File: src/rtl/slip_link_pkg.sv
`timescale 1ns/1ps
// Shared codes, helper functions and state types for the SLIP link.
// Assumes 8-bit bytes throughout.
package slip_link_pkg;

    localparam logic [7:0] SLIP_DELIM    = 8'hC0;
    localparam logic [7:0] SLIP_ESCAPE   = 8'hDB;
    localparam logic [7:0] SLIP_TAIL_END = 8'hDC;
    localparam logic [7:0] SLIP_TAIL_ESC = 8'hDD;

    // True when a byte must be replaced by an escape pair inside a frame.
    function automatic logic needs_escape(input logic [7:0] b);
        return (b == SLIP_DELIM) || (b == SLIP_ESCAPE);
    endfunction

    // Second byte of the escape pair for a colliding byte.
    function automatic logic [7:0] escape_tail(input logic [7:0] b);
        return (b == SLIP_DELIM) ? SLIP_TAIL_END : SLIP_TAIL_ESC;
    endfunction

    typedef enum logic [2:0] {
        FR_IDLE,
        FR_DATA,
        FR_DATA_TAIL,
        FR_SUM,
        FR_SUM_TAIL,
        FR_CLOSE
    } framer_state_t;

    typedef enum logic [1:0] {
        DF_HUNT,
        DF_BODY,
        DF_ESCAPE,
        DF_DISCARD
    } deframer_state_t;

    typedef struct packed {
        logic chr;
        logic esc;
        logic sum;
        logic len;
    } frame_err_t;

endpackage

File: src/rtl/uart_tx_phy.sv
`timescale 1ns/1ps
// Serializer: sends one byte as start, 8 data bits LSB first, even parity,
// one stop bit. Accepts a byte whenever idle (in_ready high).
// Assumes CLKS_PER_BIT >= 2.
module uart_tx_phy #(
    parameter int CLKS_PER_BIT = 8
) (
    input  logic       clk,
    input  logic       rst_n,
    input  logic [7:0] in_data,
    input  logic       in_valid,
    output logic       in_ready,
    output logic       line,
    output logic       busy
);
    localparam int CNT_W = $clog2(CLKS_PER_BIT);

    logic [CNT_W-1:0] baud_cnt;
    logic [9:0]       shreg;
    logic [3:0]       bits_left;

    assign in_ready = !busy;

    // Load a character when idle, then shift one bit per baud period.
    always_ff @(posedge clk) begin
        if (!rst_n) begin
            busy      <= 1'b0;
            line      <= 1'b1;
            baud_cnt  <= '0;
            shreg     <= '0;
            bits_left <= '0;
        end else if (!busy) begin
            if (in_valid) begin
                shreg     <= {1'b1, ^in_data, in_data};
                line      <= 1'b0;
                baud_cnt  <= '0;
                bits_left <= 4'd10;
                busy      <= 1'b1;
            end
        end else if (baud_cnt == CNT_W'(CLKS_PER_BIT - 1)) begin
            baud_cnt <= '0;
            if (bits_left == 4'd0) begin
                busy <= 1'b0;
                line <= 1'b1;
            end else begin
                line      <= shreg[0];
                shreg     <= {1'b0, shreg[9:1]};
                bits_left <= bits_left - 4'd1;
            end
        end else begin
            baud_cnt <= baud_cnt + CNT_W'(1);
        end
    end

endmodule

File: src/rtl/uart_rx_phy.sv
`timescale 1ns/1ps
// Deserializer: synchronizes the line, finds a start edge, samples every
// bit at its middle and checks even parity and the stop bit.
// Emits a one-cycle out_valid with out_err for a bad character.
module uart_rx_phy #(
    parameter int CLKS_PER_BIT = 8
) (
    input  logic       clk,
    input  logic       rst_n,
    input  logic       line,
    output logic [7:0] out_data,
    output logic       out_valid,
    output logic       out_err
);
    localparam int CNT_W = $clog2(CLKS_PER_BIT);
    localparam int HALF  = CLKS_PER_BIT / 2;

    logic             sync1, sync2;
    logic             running;
    logic [CNT_W-1:0] baud_cnt;
    logic [3:0]       bit_idx;
    logic [7:0]       shreg;
    logic             par_bit;
    logic [CNT_W-1:0] limit;

    assign limit = (bit_idx == 4'd0) ? CNT_W'(HALF - 1) : CNT_W'(CLKS_PER_BIT - 1);

    // Two-flop synchronizer for the asynchronous line.
    always_ff @(posedge clk) begin
        if (!rst_n) begin
            sync1 <= 1'b1;
            sync2 <= 1'b1;
        end else begin
            sync1 <= line;
            sync2 <= sync1;
        end
    end

    // Bit sampler: start check at half a bit, then one sample per bit.
    always_ff @(posedge clk) begin
        if (!rst_n) begin
            running   <= 1'b0;
            baud_cnt  <= '0;
            bit_idx   <= '0;
            shreg     <= '0;
            par_bit   <= 1'b0;
            out_data  <= '0;
            out_valid <= 1'b0;
            out_err   <= 1'b0;
        end else begin
            out_valid <= 1'b0;
            if (!running) begin
                if (!sync2) begin
                    running  <= 1'b1;
                    baud_cnt <= '0;
                    bit_idx  <= '0;
                end
            end else if (baud_cnt == limit) begin
                baud_cnt <= '0;
                bit_idx  <= bit_idx + 4'd1;
                if (bit_idx == 4'd0) begin
                    if (sync2) running <= 1'b0;
                end else if (bit_idx <= 4'd8) begin
                    shreg <= {sync2, shreg[7:1]};
                end else if (bit_idx == 4'd9) begin
                    par_bit <= sync2;
                end else begin
                    running   <= 1'b0;
                    out_valid <= 1'b1;
                    out_data  <= shreg;
                    out_err   <= (par_bit != ^shreg) || !sync2;
                end
            end else begin
                baud_cnt <= baud_cnt + CNT_W'(1);
            end
        end
    end

endmodule

File: src/rtl/slip_framer.sv
`timescale 1ns/1ps
// Transmit framer: opens with a delimiter, escapes payload bytes, appends
// the escaped two's-complement checksum and closes with a delimiter.
// Feeds a byte sink that takes a byte when emit_valid and sink_ready.
module slip_framer
    import slip_link_pkg::*;
(
    input  logic       clk,
    input  logic       rst_n,
    input  logic [7:0] tx_data,
    input  logic       tx_valid,
    input  logic       tx_last,
    output logic       tx_ready,
    input  logic       sink_ready,
    output logic [7:0] emit_byte,
    output logic       emit_valid
);
    framer_state_t state;
    logic [7:0]    sum_q;
    logic [7:0]    tail_q;
    logic          last_q;
    logic [7:0]    csum;
    logic          fire;

    assign csum = 8'h00 - sum_q;
    assign fire = emit_valid && sink_ready;

    // Select the byte to emit and whether payload is taken this cycle.
    always_comb begin
        emit_valid = 1'b0;
        emit_byte  = SLIP_DELIM;
        tx_ready   = 1'b0;
        unique case (state)
            FR_IDLE: begin
                emit_valid = tx_valid;
            end
            FR_DATA: begin
                emit_valid = tx_valid;
                emit_byte  = needs_escape(tx_data) ? SLIP_ESCAPE : tx_data;
                tx_ready   = sink_ready;
            end
            FR_DATA_TAIL, FR_SUM_TAIL: begin
                emit_valid = 1'b1;
                emit_byte  = tail_q;
            end
            FR_SUM: begin
                emit_valid = 1'b1;
                emit_byte  = needs_escape(csum) ? SLIP_ESCAPE : csum;
            end
            default: begin
                emit_valid = 1'b1;
            end
        endcase
    end

    // Advance through the frame each time a byte is handed to the sink.
    always_ff @(posedge clk) begin
        if (!rst_n) begin
            state  <= FR_IDLE;
            sum_q  <= '0;
            tail_q <= '0;
            last_q <= 1'b0;
        end else if (fire) begin
            unique case (state)
                FR_IDLE: begin
                    sum_q <= '0;
                    state <= FR_DATA;
                end
                FR_DATA: begin
                    sum_q <= sum_q + tx_data;
                    if (needs_escape(tx_data)) begin
                        tail_q <= escape_tail(tx_data);
                        last_q <= tx_last;
                        state  <= FR_DATA_TAIL;
                    end else begin
                        state <= tx_last ? FR_SUM : FR_DATA;
                    end
                end
                FR_DATA_TAIL: state <= last_q ? FR_SUM : FR_DATA;
                FR_SUM: begin
                    if (needs_escape(csum)) begin
                        tail_q <= escape_tail(csum);
                        state  <= FR_SUM_TAIL;
                    end else begin
                        state <= FR_CLOSE;
                    end
                end
                FR_SUM_TAIL: state <= FR_CLOSE;
                default:     state <= FR_IDLE;
            endcase
        end
    end

endmodule

File: src/rtl/slip_deframer.sv
`timescale 1ns/1ps
// Receive deframer: strips delimiters and escapes, holds back the newest
// byte so the checksum is never delivered, caps payload at MAX_LEN,
// and reports a verdict at each non-empty frame close.
// After an error all bytes are dropped until the next delimiter.
module slip_deframer
    import slip_link_pkg::*;
#(
    parameter int MAX_LEN = 16
) (
    input  logic       clk,
    input  logic       rst_n,
    input  logic [7:0] ch_data,
    input  logic       ch_valid,
    input  logic       ch_err,
    output logic [7:0] pay_data,
    output logic       pay_valid,
    output logic       end_pulse,
    output logic       frame_ok,
    output frame_err_t err_out
);
    localparam int LEN_W = $clog2(MAX_LEN + 1);

    deframer_state_t state, state_n;
    logic [7:0]      sum_q;
    logic [7:0]      held_q;
    logic            held_valid;
    logic [LEN_W-1:0] deliv_cnt;
    logic            have_any;
    logic            chr_q, esc_q, len_q;

    logic            dec_push;
    logic [7:0]      dec_data;
    logic            dec_close;
    logic            set_chr;
    logic            set_esc;
    logic            frame_bad;

    // Decode one received character against the current framing state.
    always_comb begin
        state_n   = state;
        dec_push  = 1'b0;
        dec_data  = ch_data;
        dec_close = 1'b0;
        set_chr   = 1'b0;
        set_esc   = 1'b0;
        if (ch_valid) begin
            unique case (state)
                DF_HUNT: begin
                    if (!ch_err && ch_data == SLIP_DELIM) state_n = DF_BODY;
                end
                DF_BODY: begin
                    if (ch_err) begin
                        set_chr = 1'b1;
                        state_n = DF_DISCARD;
                    end else if (ch_data == SLIP_DELIM) begin
                        dec_close = 1'b1;
                    end else if (ch_data == SLIP_ESCAPE) begin
                        state_n = DF_ESCAPE;
                    end else begin
                        dec_push = 1'b1;
                    end
                end
                DF_ESCAPE: begin
                    if (ch_err) begin
                        set_chr = 1'b1;
                        state_n = DF_DISCARD;
                    end else if (ch_data == SLIP_DELIM) begin
                        set_esc   = 1'b1;
                        dec_close = 1'b1;
                        state_n   = DF_BODY;
                    end else if (ch_data == SLIP_TAIL_END) begin
                        dec_push = 1'b1;
                        dec_data = SLIP_DELIM;
                        state_n  = DF_BODY;
                    end else if (ch_data == SLIP_TAIL_ESC) begin
                        dec_push = 1'b1;
                        dec_data = SLIP_ESCAPE;
                        state_n  = DF_BODY;
                    end else begin
                        set_esc = 1'b1;
                        state_n = DF_DISCARD;
                    end
                end
                default: begin
                    if (!ch_err && ch_data == SLIP_DELIM) begin
                        dec_close = 1'b1;
                        state_n   = DF_BODY;
                    end
                end
            endcase
        end
    end

    assign frame_bad = chr_q || esc_q || set_esc;

    // Accumulate, deliver held bytes, and close frames with a verdict.
    always_ff @(posedge clk) begin
        if (!rst_n) begin
            state      <= DF_HUNT;
            sum_q      <= '0;
            held_q     <= '0;
            held_valid <= 1'b0;
            deliv_cnt  <= '0;
            have_any   <= 1'b0;
            chr_q      <= 1'b0;
            esc_q      <= 1'b0;
            len_q      <= 1'b0;
            pay_data   <= '0;
            pay_valid  <= 1'b0;
            end_pulse  <= 1'b0;
            frame_ok   <= 1'b0;
            err_out    <= '0;
        end else begin
            pay_valid <= 1'b0;
            end_pulse <= 1'b0;
            state     <= state_n;
            if (dec_push) begin
                sum_q      <= sum_q + dec_data;
                held_q     <= dec_data;
                held_valid <= 1'b1;
                if (held_valid) begin
                    if (deliv_cnt < LEN_W'(MAX_LEN)) begin
                        pay_data  <= held_q;
                        pay_valid <= 1'b1;
                        deliv_cnt <= deliv_cnt + LEN_W'(1);
                    end else begin
                        len_q <= 1'b1;
                    end
                end
            end
            if (set_chr) begin
                chr_q      <= 1'b1;
                held_valid <= 1'b0;
            end
            if (set_esc) begin
                esc_q      <= 1'b1;
                held_valid <= 1'b0;
            end
            if (dec_close) begin
                if (have_any) begin
                    end_pulse   <= 1'b1;
                    err_out.chr <= chr_q;
                    err_out.esc <= esc_q || set_esc;
                    err_out.len <= len_q;
                    err_out.sum <= !(chr_q || esc_q || set_esc) && (sum_q != 8'h00);
                    frame_ok    <= !frame_bad && !len_q && (sum_q == 8'h00);
                end
                sum_q      <= '0;
                held_valid <= 1'b0;
                deliv_cnt  <= '0;
                have_any   <= 1'b0;
                chr_q      <= 1'b0;
                esc_q      <= 1'b0;
                len_q      <= 1'b0;
            end else if (ch_valid && state != DF_HUNT) begin
                have_any <= 1'b1;
            end
        end
    end

endmodule

File: src/rtl/slip_uart_link.sv
`timescale 1ns/1ps
// Top: SLIP framing over an even-parity UART with only data lines.
// Transmit path: framer -> serializer. Receive path: deserializer -> deframer.
module slip_uart_link
    import slip_link_pkg::*;
#(
    parameter int CLKS_PER_BIT = 8,
    parameter int MAX_LEN      = 16
) (
    input  logic       clk,
    input  logic       rst_n,
    input  logic [7:0] tx_data,
    input  logic       tx_valid,
    input  logic       tx_last,
    output logic       tx_ready,
    output logic       serial_out,
    input  logic       serial_in,
    output logic [7:0] rx_data,
    output logic       rx_valid,
    output logic       rx_frame_end,
    output logic       rx_frame_ok,
    output logic       rx_err_char,
    output logic       rx_err_escape,
    output logic       rx_err_checksum,
    output logic       rx_err_length
);
    logic [7:0] fr_byte;
    logic       fr_valid;
    logic       phy_ready;
    logic       tx_line_busy;
    logic [7:0] ch_data;
    logic       ch_valid;
    logic       ch_err;
    frame_err_t rx_err;

    slip_framer u_framer (
        .clk        (clk),
        .rst_n      (rst_n),
        .tx_data    (tx_data),
        .tx_valid   (tx_valid),
        .tx_last    (tx_last),
        .tx_ready   (tx_ready),
        .sink_ready (phy_ready),
        .emit_byte  (fr_byte),
        .emit_valid (fr_valid)
    );

    uart_tx_phy #(.CLKS_PER_BIT(CLKS_PER_BIT)) u_tx_phy (
        .clk      (clk),
        .rst_n    (rst_n),
        .in_data  (fr_byte),
        .in_valid (fr_valid),
        .in_ready (phy_ready),
        .line     (serial_out),
        .busy     (tx_line_busy)
    );

    uart_rx_phy #(.CLKS_PER_BIT(CLKS_PER_BIT)) u_rx_phy (
        .clk       (clk),
        .rst_n     (rst_n),
        .line      (serial_in),
        .out_data  (ch_data),
        .out_valid (ch_valid),
        .out_err   (ch_err)
    );

    slip_deframer #(.MAX_LEN(MAX_LEN)) u_deframer (
        .clk       (clk),
        .rst_n     (rst_n),
        .ch_data   (ch_data),
        .ch_valid  (ch_valid),
        .ch_err    (ch_err),
        .pay_data  (rx_data),
        .pay_valid (rx_valid),
        .end_pulse (rx_frame_end),
        .frame_ok  (rx_frame_ok),
        .err_out   (rx_err)
    );

    assign rx_err_char     = rx_err.chr;
    assign rx_err_escape   = rx_err.esc;
    assign rx_err_checksum = rx_err.sum;
    assign rx_err_length   = rx_err.len;

endmodule

File: config.mk
export PLATFORM = sky130hd
export DESIGN_NAME = slip_uart_link
export DESIGN_NICKNAME = d
export VERILOG_FILES = /design/src/rtl/slip_link_pkg.sv /design/src/rtl/uart_tx_phy.sv /design/src/rtl/uart_rx_phy.sv /design/src/rtl/slip_framer.sv /design/src/rtl/slip_deframer.sv /design/src/rtl/slip_uart_link.sv
export SDC_FILE = /design/constraint.sdc
export NUM_CORES = 1
export LEC_CHECK = 0
export BUFFER_PORTS_ARGS = -buffer_cell sky130_fd_sc_hd__buf_2
export CORE_MARGIN = 4
export CORE_UTILIZATION = 30
export DETAILED_ROUTE_END_ITERATION = 10
export PLACE_DENSITY = 0.48
export SYNTH_ARGS = -nofsm -noshare
export SYNTH_HDL_FRONTEND = slang
export SYNTH_HIERARCHICAL = 1
export SYNTH_SLANG_ARGS = --single-unit
File: constraint.sdc
create_clock -name clk -period 3.7 [get_ports clk]
set_input_delay 0.555 -clock clk [delete_from_list [all_inputs] [get_ports clk]]
set_output_delay 0.555 -clock clk [all_outputs]
set_load 0.02 [all_outputs]
# [Word level (Yosys, flattened, before mapping)]
# Cells that the tools add are included.
[op_classes] add_sub_neg=8 magnitude_cmp=2 eq_ne=26 mux=89 bitwise=7 n_reduce_logical=51
[op_table] operator="8-bit two-way mux" n=10
[op_table] operator="8-bit == test (second input constant)" n=8
[op_table] operator="1-bit two-way mux" n=43
[op_table] operator="10-bit two-way mux" n=4
[op_table] operator="8-bit case mux with 2 select lines" n=2
[op_table] operator="4-bit two-way mux" n=7
[op_table] operator="3-bit two-way mux" n=8
[op_table] operator="8-bit case mux with 3 select lines" n=1
[op_table] operator="2-bit two-way mux" n=10
[op_table] operator="8-bit adder" n=2
[op_table] operator="8-bit parity" n=2
[op_table] operator="3-bit case mux with 5 select lines" n=1
[op_table] operator="3-bit AND reduction" n=5
[op_table] operator="4-bit AND reduction" n=3
[op_table] operator="2-bit AND reduction" n=5
[op_table] operator="5-bit AND reduction" n=2
[op_table] operator="4-bit logical NOT" n=2
[op_table] operator="8-bit logical NOT" n=1
[op_table] operator="2-bit inequality test (second input constant)" n=4
[op_table] operator="2-bit nonzero test" n=4
[op_table] operator="8-bit nonzero test" n=1
[op_table] operator="2-bit OR reduction" n=4
[op_table] operator="1-bit by 8-bit subtractor with 8-bit output (first input constant)" n=1
[op_table] operator="1-bit inverter" n=7
[op_table] operator="other kinds (27)" n=46
[word_totals] ff_bits=111 in_bits=13 word_cells=219

# [Logic depth before layout (Yosys ltp)]
[depth] word_depth=11 mapped_depth=13

# [Modules after synthesis]
# Netlist, hierarchy kept.
[modules_own_cells] module="slip_deframer" instances=1 cells_per_inst=250 area_per_inst_um2=2199.6
[modules_own_cells] module="slip_framer" instances=1 cells_per_inst=194 area_per_inst_um2=1480.2
[modules_own_cells] module="uart_rx_phy" instances=1 cells_per_inst=145 area_per_inst_um2=1330.0
[modules_own_cells] module="uart_tx_phy" instances=1 cells_per_inst=99 area_per_inst_um2=1021.0

# [Worst setup path before layout]
# Ideal clock, no wire load.
[synth_path] path_kind="reg-to-reg" from="register u_deframer.state[0]" to="register u_deframer.sum_q[7]" setup_ns=0.121 arrival_time_ns=2.612 slack_ns=0.967 stages_incl_launch_ff=13 n_path_buf=0 period_less_slack_ns=2.733 path_cell_list="dfxtp_1 -> inv_1 -> ha_1 -> and2b_1 -> nand4_1 -> o21a_1 -> ha_1 -> and2_1 -> a311oi_1 -> nor3b_1 -> o21ai_0 -> a21oi_1 -> mux2_2"
[synth_between] word_cells_on_any_way=12 cone_classes="add/sub (1); eq/ne (2); mux (6); reduce/logical (3)"
[synth_rtl] item="start: declaration" line_no="slip_deframer.sv:24" source="deframer_state_t state, state_n;"
[synth_rtl] item="start signal: assignment" line_no="slip_deframer.sv:117" source="state <= state_n;"
[synth_rtl] item="2-bit == test" line_no="slip_deframer.sv:48" source="unique case (state)"
[synth_rtl] item="8-bit two-way mux" line_no="slip_deframer.sv:48"
[synth_rtl] item="8-bit two-way mux" line_no="slip_deframer.sv:47" source="if (ch_valid) begin"
[synth_rtl] item="net u_deframer.dec_data[4]" line_no="slip_deframer.sv:33" source="logic [7:0] dec_data;"
[synth_rtl] item="8-bit adder" line_no="slip_deframer.sv:119" source="sum_q <= sum_q + dec_data;"
[synth_rtl] item="end signal: assignment" line_no="slip_deframer.sv:119"
[synth_rtl] item="end: declaration" line_no="slip_deframer.sv:25" source="logic [7:0] sum_q;"
# The timed path passes the listed nets, and every way through them passes these cells.
# A chain may end at the register's enable or synchronous reset.

# [Final worst setup path]
# Ends and elaborated chain as after synthesis.

==> flow_summary.ini <==
[worst_hold_path]
hp-class = input port to flip-flop
holdPathStages = 2
hold_start = serial_in
holdPathEnd = u_rx_phy/sync1

[yosys]
netlist_area_um2 = 6030
synth_seq_area_share_pct = 34.9
yosys_warnings = 6
synthArstFlopShare_pct = 0
synth_top_area_share_pct = 34.9
synth_edf_count = 0
synthCells = 688
yosysUniqueCellTypes = 91
syn_nets = 732
syn_avg_cell_area_um2 = 8.77
synth-main-ff-cell = dfxtp_1
yosysTopAreaCell = dfxtp_1
synth_area_leaders = dfxtp_1 35%, ha_1 6.0%, mux2i_1 5.0%, nand2_1 3.9%, nor2_1 3.9%
ys_ff_latch = 105

[power_and_ir_drop]
ir_drop_v = 0.000206
p_per_area_nw_per_um2 = 355
p_leak_nw = 2.45

[cells_and_area]
drive_gt1_share_pct = 11.8
stdcell_area_um2 = 6550
regArea_um2 = 2100
syn_to_final_growth_pct = 8.65
final_cells = 962
diodes = 0
nets = 736
layout.filler_cells = 2027
multiInputGateArea_um2 = 3580
layout_common_cells = 105 x dfxtp_1, 63 x nand2_1, 62 x nor2_1, 41 x a21oi_1, 33 x o21ai_0
layout_commonest_cell = dfxtp_1

[sta]
rsz0062_at_grt = no
tightest_slew_ns = 0.822
clock_skew_ns = 0.00680
min_period_over_period_pct = 84.1
setup_violations = 0
fmaxAchievable_mhz = 321
relSlewSlack_pct = 45.1
hold_slack_ns = 0.381
layout_min_cycle_time_ns = 3.11
tns_ns = 0
hold_viol = 0
report.final.slew_viol_count = 0

[floorplanning]
coreArea_um2 = 19600
rows = 51
dieWidth_um = 150
initial_core_util_pct = 30.8
dieArea_um2 = 22400
ioPinCount = 30
fp.dieH_um = 150

[worst_setup_path]
worstPathMaxFanout = 5
required_ns = 3.93
cpPeakStageDelay_ns = 0.36
endpoint_kind = flip-flop
timing.rr.end = u_deframer/sum_q[7]
r2r-start = u_deframer/state[0]
critPathKind = flip-flop to flip-flop
timing.reg2reg.setup_slack_ns = 0.59
ff2ff_path_depth = 12
start_kind = flip-flop
crit_top_cell = ha_1
crit_chain = inv_1, ha_1, and2b_1, nand4_1, o21a_1, ha_1, and2_1, a311oi_1, nor3b_1, o21ai_0, a21oi_1, mux2_2
cp.arrival_ns = 3.35
cp_slowest_cell = mux2_2

[detailed_routing]
first_pass_iters = 5
route.vias.total = 4843
vias_per_cell = 5.03
drt.antenna.violating_nets = 0
wl_per_cell_um = 14.1
drc = 0
dr.first_iter.drc_count = 309
wl_um = 13500

[clocking]
cts_resized = 0
cts_tree = done
cts_buffers = 9
clk_transition_reported_paths_ns = 0.07
cts_hold_buf = 0
htree_levels = 3
clk_latency_ns = 0.35
cts_buffer_depth = 2
clkSinkCount = 105
cts-root-buf = clkbuf_16
postCtsSetupBuffers = 0

[placed_design]
gp_routability_congestion = 0.830
hpwlAfterDp_um = 9940
placed_cells = 946
portBuffers = 29
place_area_um2 = 6280

[global_route]
grt_pass1_vias = 4713
grt_max_degree = 26
grt_usage_pct = 12.6
antenna_found_initial = 0
grt_first_pass_wirelength_um = 23200
gr-total-overflow = 0

[run_status]
status = completed

[run]
cap_violations = 0
## state kept, by name (all words and copies together), names as in the netlist, 2 cells and up
signal,flops
u_tx_phy/shreg,10
u_deframer/held_q,8
u_deframer/pay_data,8
u_deframer/sum_q,8
u_framer/sum_q,8
u_rx_phy/out_data,8
u_rx_phy/shreg,8
u_deframer/deliv_cnt,5
u_deframer/err_out,4
u_rx_phy/bit_idx,4
u_tx_phy/bits_left,4
u_framer/state,3
u_rx_phy/baud_cnt,3
u_tx_phy/baud_cnt,3
u_deframer/state,2
u_framer/tail_q,2
## where the power goes
part / total, mW / internal, mW / switching (mW)
combinational: 0.241 / 0.0986 / 0.142
clock: 0.895 / 0.477 / 0.419
sequential: 1.19 / 1.15 / 0.0329
## cells by family (layout without fill, tap and decap cells)
| logic type | after synthesis | count (layout) | share of synthesized area, % |
|---|---|---|---|
| xor gates and xnor gates | 38 | 38 | 5.75 |
| and+or+nand+nor | 253 | 253 | 22.2 |
| adders and majority gates | 31 | 31 | 6.68 |
| buffers and inverters | 66 | 75 | 5.85 |
| DFF | 105 | 105 | 34.9 |
| AOI/OAI and AO/OA | 162 | 162 | 19.1 |
| muxes | 33 | 33 | 5.54 |
## layer usage
| metal | routed length (µm) | vias to the layer above | GRT usage [%] |
|---|---|---|---|
| met3 | 472 | 16 | 2.76 |
| met2 | 6340 | 69 | 20.4 |
| met5 | 0 | - | 0 |
| met1 | 6520 | 2288 | 16.7 |
| li1 | - | 2470 | - |
| met4 | 204 | 0 | 4.30 |
## synthesized netlist by cell type (9+ instances only)
| cell | number |
|---|---|
| clkbuf_1 | 15 |
| nand2_1 | 63 |
| xnor2_1 | 21 |
| a21boi_1 | 9 |
| mux2i_1 | 30 |
| nand3_1 | 30 |
| a31oi_1 | 9 |
| xor2_1 | 16 |
| nand4_1 | 9 |
| o21ai_0 | 33 |
| ha_1 | 29 |
| dfxtp_1 | 105 |
| inv_1 | 24 |
| buf_2 | 11 |
| nor2b_1 | 13 |
| nor3_1 | 10 |
| a21oi_1 | 41 |
| nor2_1 | 62 |
## worst max-delay path by stage
| stage | startpoint | end | depth (start not counted) |
|---|---|---|---|
| after floorplan | u_deframer/state[0] | u_deframer/sum_q[7] | 12 |
| after global placement | tx_data[1] | u_tx_phy/shreg[8] | 9 |
| after detailed placement | u_deframer/state[0] | u_deframer/sum_q[7] | 12 |
| after CTS | u_deframer/state[0] | u_deframer/sum_q[7] | 12 |
| after global routing | u_deframer/state[0] | u_deframer/sum_q[7] | 12 |
| final | u_deframer/state[0] | u_deframer/sum_q[7] | 12 |
## final cells by class
| class | instances | share of cell area [%] |
|---|---|---|
| inverter | 27 | 1.55 |
| tap | 265 | 5.06 |
| sequential | 105 | 32.1 |
| clock buffer | 12 | 3.76 |
| multi-input combinational | 517 | 54.6 |
| timing repair buffer | 32 | 2.56 |
| clock inverter | 4 | 0.420 |
## worst max-delay path, delay by kind of cell (launching register included)
| kind | cells | cell delay (ns) |
|---|---|---|
| multiplexers | 1 | 0.36 |
| AND/OR/NAND/NOR | 4 | 0.83 |
| adder cells (fa/ha/maj) | 2 | 0.56 |
| AO/OA/AOI/OAI | 4 | 0.84 |
| buffers and inverters | 1 | 0.10 |
| flip-flops | 1 | 0.33 |
## through the flow
stage	power (mW)	util [%]	worst slack (ns)
2_1_floorplan	1.40	-	0.967
3_3_place_gp	1.45	32.0	0.730
3_5_place_dp	1.45	32.0	0.631
4_1_cts	2.36	33.4	0.602
5_1_grt	2.45	33.4	0.356
6_report	2.32	33.4	0.589
Note: power is estimated with default switching activity, not from simulation.
